## config.mk

```make
export PLATFORM = sky130hd
export DESIGN_NAME = irq_latch_ctrl
export DESIGN_NICKNAME = d
export VERILOG_FILES = /design/src/rtl/irq_latch_ctrl.sv
export SDC_FILE = /design/constraint.sdc
export NUM_CORES = 1
export LEC_CHECK = 0
export CORE_UTILIZATION = 44
export CTS_BUF_LIST = sky130_fd_sc_hd__clkbuf_4
export DETAILED_ROUTE_END_ITERATION = 12
export PLACE_DENSITY = 0.73
export SETUP_SLACK_MARGIN = 0.05
export SKIP_CTS_REPAIR_TIMING = 1
export SYNTH_ARGS = -nofsm -noshare
export SYNTH_HDL_FRONTEND = slang
export SYNTH_SLANG_ARGS = --single-unit
```

## constraint.sdc

```tcl
create_clock -name clk -period 5.85 [get_ports clk]
set_clock_uncertainty 0.1 [all_clocks]
set_input_delay 0.8775 -clock clk [delete_from_list [all_inputs] [get_ports clk]]
set_output_delay 0.8775 -clock clk [all_outputs]
set_load 0.03 [all_outputs]
```

## src/rtl/irq_latch_ctrl.sv

```systemverilog
module irq_latch_ctrl #(
  parameter int NUM_SRC = 32,
  parameter int ADDR_W  = 8,
  parameter logic [ADDR_W-1:0]  MASK_OFS  = 'hA0,
  parameter logic [ADDR_W-1:0]  STAT_OFS  = 'hA4,
  parameter logic [NUM_SRC-1:0] LEVEL_SEL = '0
) (
  input  logic               clk,
  input  logic               rst_n,
  input  logic [NUM_SRC-1:0] src,
  input  logic [ADDR_W-1:0]  bus_addr,
  input  logic               bus_we,
  input  logic [31:0]        bus_wdata,
  output logic [31:0]        bus_rdata,
  output logic               irq_out
);

  logic [NUM_SRC-1:0] mask_q, stat_q, src_q, evt, ack;
  logic               hit_mask, hit_stat, irq_q;

  assign hit_mask = bus_addr == MASK_OFS;
  assign hit_stat = bus_addr == STAT_OFS;
  assign evt      = src & (LEVEL_SEL | ~src_q);
  assign ack      = (bus_we && (hit_mask || hit_stat)) ? ~bus_wdata[NUM_SRC-1:0] : '0;

  always_ff @(posedge clk or negedge rst_n) begin
    if (!rst_n) begin
      mask_q <= '1;
      stat_q <= '0;
      src_q  <= '0;
      irq_q  <= 1'b0;
    end else begin
      src_q  <= src;
      stat_q <= (stat_q & ~ack) | evt;
      irq_q  <= |(stat_q & ~mask_q);
      if (bus_we && hit_mask) mask_q <= bus_wdata[NUM_SRC-1:0];
    end
  end

  always_comb begin
    bus_rdata = '0;
    if (hit_mask)      bus_rdata[NUM_SRC-1:0] = mask_q;
    else if (hit_stat) bus_rdata[NUM_SRC-1:0] = stat_q;
  end

  assign irq_out = irq_q;

  AST_MASK_HOLD: assert property (@(posedge clk) disable iff (!rst_n)
    !(bus_we && hit_mask) |=> $stable(mask_q));
  AST_ONES_KEEP: assert property (@(posedge clk) disable iff (!rst_n)
    (bus_we && hit_stat) |=> ((stat_q & $past(stat_q & bus_wdata[NUM_SRC-1:0])) == $past(stat_q & bus_wdata[NUM_SRC-1:0])));
  AST_STICKY: assert property (@(posedge clk) disable iff (!rst_n)
    !bus_we |=> ((stat_q & $past(stat_q)) == $past(stat_q)));
  AST_ALL_MASKED_QUIET: assert property (@(posedge clk) disable iff (!rst_n)
    (&mask_q) |=> !irq_out);
  AST_EVENT_WINS: assert property (@(posedge clk) disable iff (!rst_n)
    (|(evt & ack)) |=> ((stat_q & $past(evt)) == $past(evt)));
  always_comb begin
    if (!hit_mask && !hit_stat) AST_UNMAPPED_ZERO: assert (bus_rdata == '0);
  end

endmodule

```

==> summary.txt, run 1 <==
GRT
  • First-pass GRT wire length: 15.8 mm
  • GRT Total Usage: 20.5%
  • Total gr overflow: 0
  • Initial antenna violation count: 0
  • Number of global-route vias before repair: approximately 3200
  • Largest net degree at the start of global routing: 57

Setup path
  • CP max-delay cell: or4b_1
  • CP top delay family: simple AND/OR/NAND/NOR gates
  • Critical R2R Launch: mask_q[1]
  • WP data arrival: 4.18 ns
  • Worst Path Max Fanout: 33
  • Required time of the critical path: just under 5 ns
  • R2R cell count: 3
  • Crit-path cells: clkdlybuf4s50_1 > or4b_1 > buf_4 > or4b_1 > nor2_1 > clkdlybuf4s50_1
  • R2r endpoint: irq_out
  • Critical path endpoint category: output pin
  • Startpoint Class: primary input
  • CP bufs+invs: 3
  • R2r setup slk: between 4 and 5 ns
  • Slowest stage delay, CP: 1.07 ns
  • Crit path kind: in2out

Detailed routing
  • Vias per cell: ~5.1
  • DRT iter0 DRCs: 106
  • Wire length per cell: ~16 um
  • # DRC: 0
  • ANT nets after route: 0
  • Via count: a little over 3000
  • Post-Route WL: 9.90 mm
  • DR pass1 iterations: 4

STA
  • Final Hold Fails: 0
  • Worst-Margin Slew: approximately 1.2 ns
  • Final setup fails: 0
  • Max-slew violation count: 0
  • Setup TNS: 0 ns
  • Hold Slack: 0.288 ns
  • FMAX: just under 0.2 GHz
  • Minimum clock period: about 5 ns
  • Final worst slack: 0.696 ns
  • Tcrit/Tclk final: 88.1%
  • Max-Slew Margin vs Limit: between 10% and 20%
  • RSZ-0062 raised after global routing: false

Layout
  • Antenna cell count: 0
  • Cell area after layout: 5570 sq um
  • FF/Latch Area: 2470 sq um
  • Layout cell share with drive strength beyond 1: 18.2%
  • Finished Layout Cells: 601
  • Final #Nets: 542
  • Footprint of the multi-input gates: 1450 sq um
  • Layout fillers: around 800
  • Util after Layout: 60.0%
  • Area Overhead vs Synth: 30.9%

CTS
  • Clock sink count: 97
  • CTS tree: done
  • Total CTS buffers: 9
  • H-tree levels: 3
  • Later-pin clock latency in the skew report: 0.43 ns
  • Clk root buf: clkbuf_4
  • Max Buffers Root-to-Sink: 2
  • Clock-pin slew on the worst setup and hold paths: 0.15 ns

Power and ir drop
  • Leakage power: 2.58 nW
  • Power Total: about 1.2 mW
  • Maximum vdd drop: 0.110 mV
  • Power Dens Cells: between 200 and 250 nW/um^2

Logic synthesis
  • Synth Warn #: 0
  • Mapped Avg Cell Area: 11.6 sq um
  • Netlist cell types: 18
  • Mapped Nets: between 400 and 500
  • Synth Register Bits: 97
  • Synth Instances: roughly 370
  • Synthesized area: 4250 sq um
  • Synth area leader: dfrtp_1
  • Synth top area cells: dfrtp_1 38%, dfstp_2 20%, mux2_4 11%, mux2i_1 7.5%, o22ai_1 7.1%
  • Share of the synthesized area in the top cell type: 38.3%
  • Post-synthesis sequential area ratio: about three fifths

Place
  • Setup WS pre-CTS: 0.679 ns
  • GP Congestion: 0.779
  • Port Buffer Count: approximately 110
  • Post-DP HPWL: slightly below 7 mm
  • Placed insts: 585
  • Dpl cell area: between 5000 and 6000 sq um

Flow run
  • Max-cap viol count: 0

Die
  • FP Rows: 35
  • Die width: 100 um
  • Die Ht: 100 um
  • Die area: just over 10000 sq um
  • Starting density of the core: 45.8%
  • IO Count: 108
  • CORE AREA: around 9300 sq um

Run status
  • Status: finished clean

Min path
  • HP Class: in2async
==> placed cells by master, fill, tap and decap left out, drive strengths merged <==
cell type        n
nand4            1
clkdlybuf4s50  105
mux2i           32
nor3            32
inv             65
clkinv           3
dfrtp           65
nor4             4
mux2            32
or3b             1
o22ai           48
clkbuf           9
dfstp           32
nor2            32
buf              5
nand4bb          1
clkinvlp         1
or4b             2
bufinv           2
==> final cells by class <==
cell class	count	area share, %
clock buffer	9	1.21
clock inverter	7	1.69
inverter	64	4.32
multi-input combinational	185	26.1
sequential	97	44.3
tap	129	2.90
timing repair buffer	110	19.5
==> flip-flops by register name, summed over array words and instances, names as in the netlist <==
name     cells
src_q       32
irq_out      1
stat_q      32
mask_q      32
==> logic make-up after synthesis <==
group | share of synthesized area, %
buffers and inverters | 7.97
AOI/OAI and AO/OA | 7.06
muxes | 18.7
DFF | 58.0
and+or+nand+nor | 8.27
==> worst max-delay path by stage <==
stage | from | end | cells after the start
2_1_floorplan | bus_addr[3] | bus_rdata[10] | 6
3_3_place_gp | bus_addr[1] | bus_rdata[13] | 6
3_5_place_dp | bus_addr[1] | bus_rdata[13] | 6
4_1_cts | bus_addr[1] | bus_rdata[13] | 6
5_1_grt | bus_addr[1] | bus_rdata[21] | 6
6_report | bus_addr[1] | bus_rdata[25] | 6
==> synth_stat cells, drive strengths merged <==
cell and count:
nand4 1, nor3 32, clkbuf 15, o22ai 48
mux2 32, nor4 4, buf 5, mux2i 32
dfstp 32, inv 64, nand4bb 1, or3b 1
dfrtp 65, or4b 2, nor2 32
==> layer usage <==
metal,vias to the layer above,global-route usage (%),wire length [um]
li1,1448,-,-
met3,8,4.67,408
met1,1512,27.4,4440
met4,0,4.24,65
met5,-,0,0
met2,88,34.4,4990
==> where the power goes <==
| group | total (mW) | leakage (nW) | switching, mW | internal [mW] |
|---|---|---|---|---|
| clock network | 0.396 | 0.0839 | 0.222 | 0.174 |
| logic | 0.127 | 1.50 | 0.0536 | 0.0731 |
| registers | 0.716 | 0.993 | 0.0134 | 0.703 |
| total | 1.24 | 2.58 | 0.289 | 0.949 |
(Power assumes the default switching activity.)
==> run 2, diff against run 1 <==
SLEW_MARGIN = 30   (was default)
==> run 2 against run 1 <==
Net effect:
- global-route usage up 0.17 points
- critical endpoint is now bus_rdata[13]
- die area unchanged
- utilization down 0.36 points
- critical path type unchanged
- total power down 6.4%
- fmax up 1.9%
- worst setup slack better by 0.094 ns
- first-iteration DRC count up 38%
- largest cell class unchanged
==> summary.txt, run 2 (synthesized netlist as in run 1, its figures left out) <==
Run status
  • Status: finished clean

STA
  • Final Hold Fails: 0
  • Hold Slack: 0.304 ns
  • Final setup fails: 0
  • Minimum clock period: 5.06 ns
  • Setup TNS: 0 ns
  • Max-slew violation count: 0
  • Tcrit/Tclk final: 86.5%
  • RSZ-0062 raised after global routing: false
  • Max-Slew Margin vs Limit: between 40% and 50%
  • Worst-Margin Slew: around 0.79 ns
  • FMAX: 0.198 GHz

Setup path
  • Startpoint Class: primary input
  • R2R cell count: 3
  • Worst Path Max Fanout: 33
  • Required time of the critical path: 4.87 ns
  • Critical path endpoint category: output pin
  • Critical R2R Launch: mask_q[27]
  • R2r endpoint: irq_out
  • Crit path kind: in2out
  • R2r setup slk: 4.43 ns
  • WP data arrival: 4.08 ns

Layout
  • Layout cell share with drive strength beyond 1: 18.4%
  • Antenna cell count: 0
  • Layout fillers: 809
  • Area Overhead vs Synth: 30.1%
  • Util after Layout: 59.6%
  • Most common cell after layout, fill and taps aside: clkdlybuf4s50_1
  • Top flop regs: mask_q: 32 flops, src_q: 32 flops, stat_q: 32 flops
  • Final #Nets: 542
  • Commonest cells after routing, fill and taps aside: 105 x clkdlybuf4s50_1, 65 x dfrtp_1, 64 x inv_1, 48 x o22ai_1

Die
  • Die area: 10100 sq um
  • Die Ht: 100 um
  • CORE AREA: ~9300 sq um
  • Starting density of the core: 45.8%
  • Die width: approximately 100 um
  • FP Rows: 35
  • IO Count: 108

Detailed routing
  • Metal2 WL: 4.99 mm
  • Post-Route WL: 10.0 mm
  • DR top layer: met4
  • Via count: 3097
  • Vias per cell: ~5
  • DRT iter0 DRCs: 146
  • ANT nets after route: 0
  • Wl on met1: around 4.5 mm
  • Wire length per cell: 16.7 um
  • Metal3 WL: 423 um
  • # DRC: 0
  • DR pass1 iterations: 4

Place
  • Post-DP HPWL: around 6.8 mm
  • GP Congestion: 0.779
  • Port Buffer Count: 107

GRT
  • GRT Total Usage: 20.7%
  • First-pass GRT wire length: 15.9 mm
  • Largest net degree at the start of global routing: 57
  • Number of global-route vias before repair: 3154
  • Initial antenna violation count: 0
  • Total gr overflow: 0

CTS
  • Later-pin clock latency in the skew report: 0.42 ns
  • Max Buffers Root-to-Sink: 2
  • Clock sink count: 97
  • H-tree levels: 3
  • Clk root buf: clkbuf_4
  • CTS tree: done
  • Total CTS buffers: 9
  • Clock-pin slew on the worst setup and hold paths: 0.14 ns

Min path
  • HP Class: in2async

Power and ir drop
  • Maximum vdd drop: about 0.13 mV
  • Power Dens Cells: 210 nW/um^2
  • Leakage power: 2.57 nW
  • Power Total: 1.16 mW

Flow run
  • Max-cap viol count: 0
[run 2: through the flow]
stage | cells | cell area [sq um] | setup WS, ns
global placement | 585 | 5410 | 0.675
finish | 601 | 5530 | 0.790
floorplan | 366 | 4250 | 2.11
global route | 601 | 5530 | 0.670
CTS | 601 | 5520 | 0.776
detailed placement | 585 | 5410 | 0.784
[run 2: worst max-delay path by stage]
stage	startpoint	end	slack, ns	depth (start not counted)
after floorplan	bus_addr[3]	bus_rdata[10]	2.11	6
after global placement	bus_addr[1]	bus_rdata[13]	0.68	6
after detailed placement	bus_addr[1]	bus_rdata[13]	0.78	6
after CTS	bus_addr[1]	bus_rdata[13]	0.78	6
after global routing	bus_addr[1]	bus_rdata[13]	0.67	6
final	bus_addr[1]	bus_rdata[13]	0.79	6
[run 2: final cells by class]
| class | instances | area [sq um] | share of cell area, % |
|---|---|---|---|
| Tap cell | 129 | 161 | 2.92 |
| Sequential cell | 97 | 2470 | 44.6 |
| Timing Repair Buffer | 110 | 1090 | 19.7 |
| Clock inverter | 5 | 31.3 | 0.565 |
| Clock buffer | 11 | 82.6 | 1.49 |
| Multi-Input combinational cell | 185 | 1460 | 26.4 |
| Inverter | 64 | 240 | 4.34 |
[run 2: routing by layer]
layer	GRT usage (%)	vias to the layer above
met5	0	-
met4	6.02	0
met3	3.62	13
met2	34.2	100
met1	28.1	1535
li1	-	1449
[run 2: power by group]
part / switching (mW) / internal, mW
Combinational: 0.0543 / 0.0733
Sequential: 0.0136 / 0.703
Clock: 0.219 / 0.0973
Total: 0.286 / 0.873
[run 2: worst max-delay path, stage by stage]
cell and delay [ns]:
clkdlybuf4s50_1 0.43, or4b_1 0.50, buf_4 0.28, or4b_2 1.05
nor2_1 0.24, clkdlybuf4s50_1 0.69
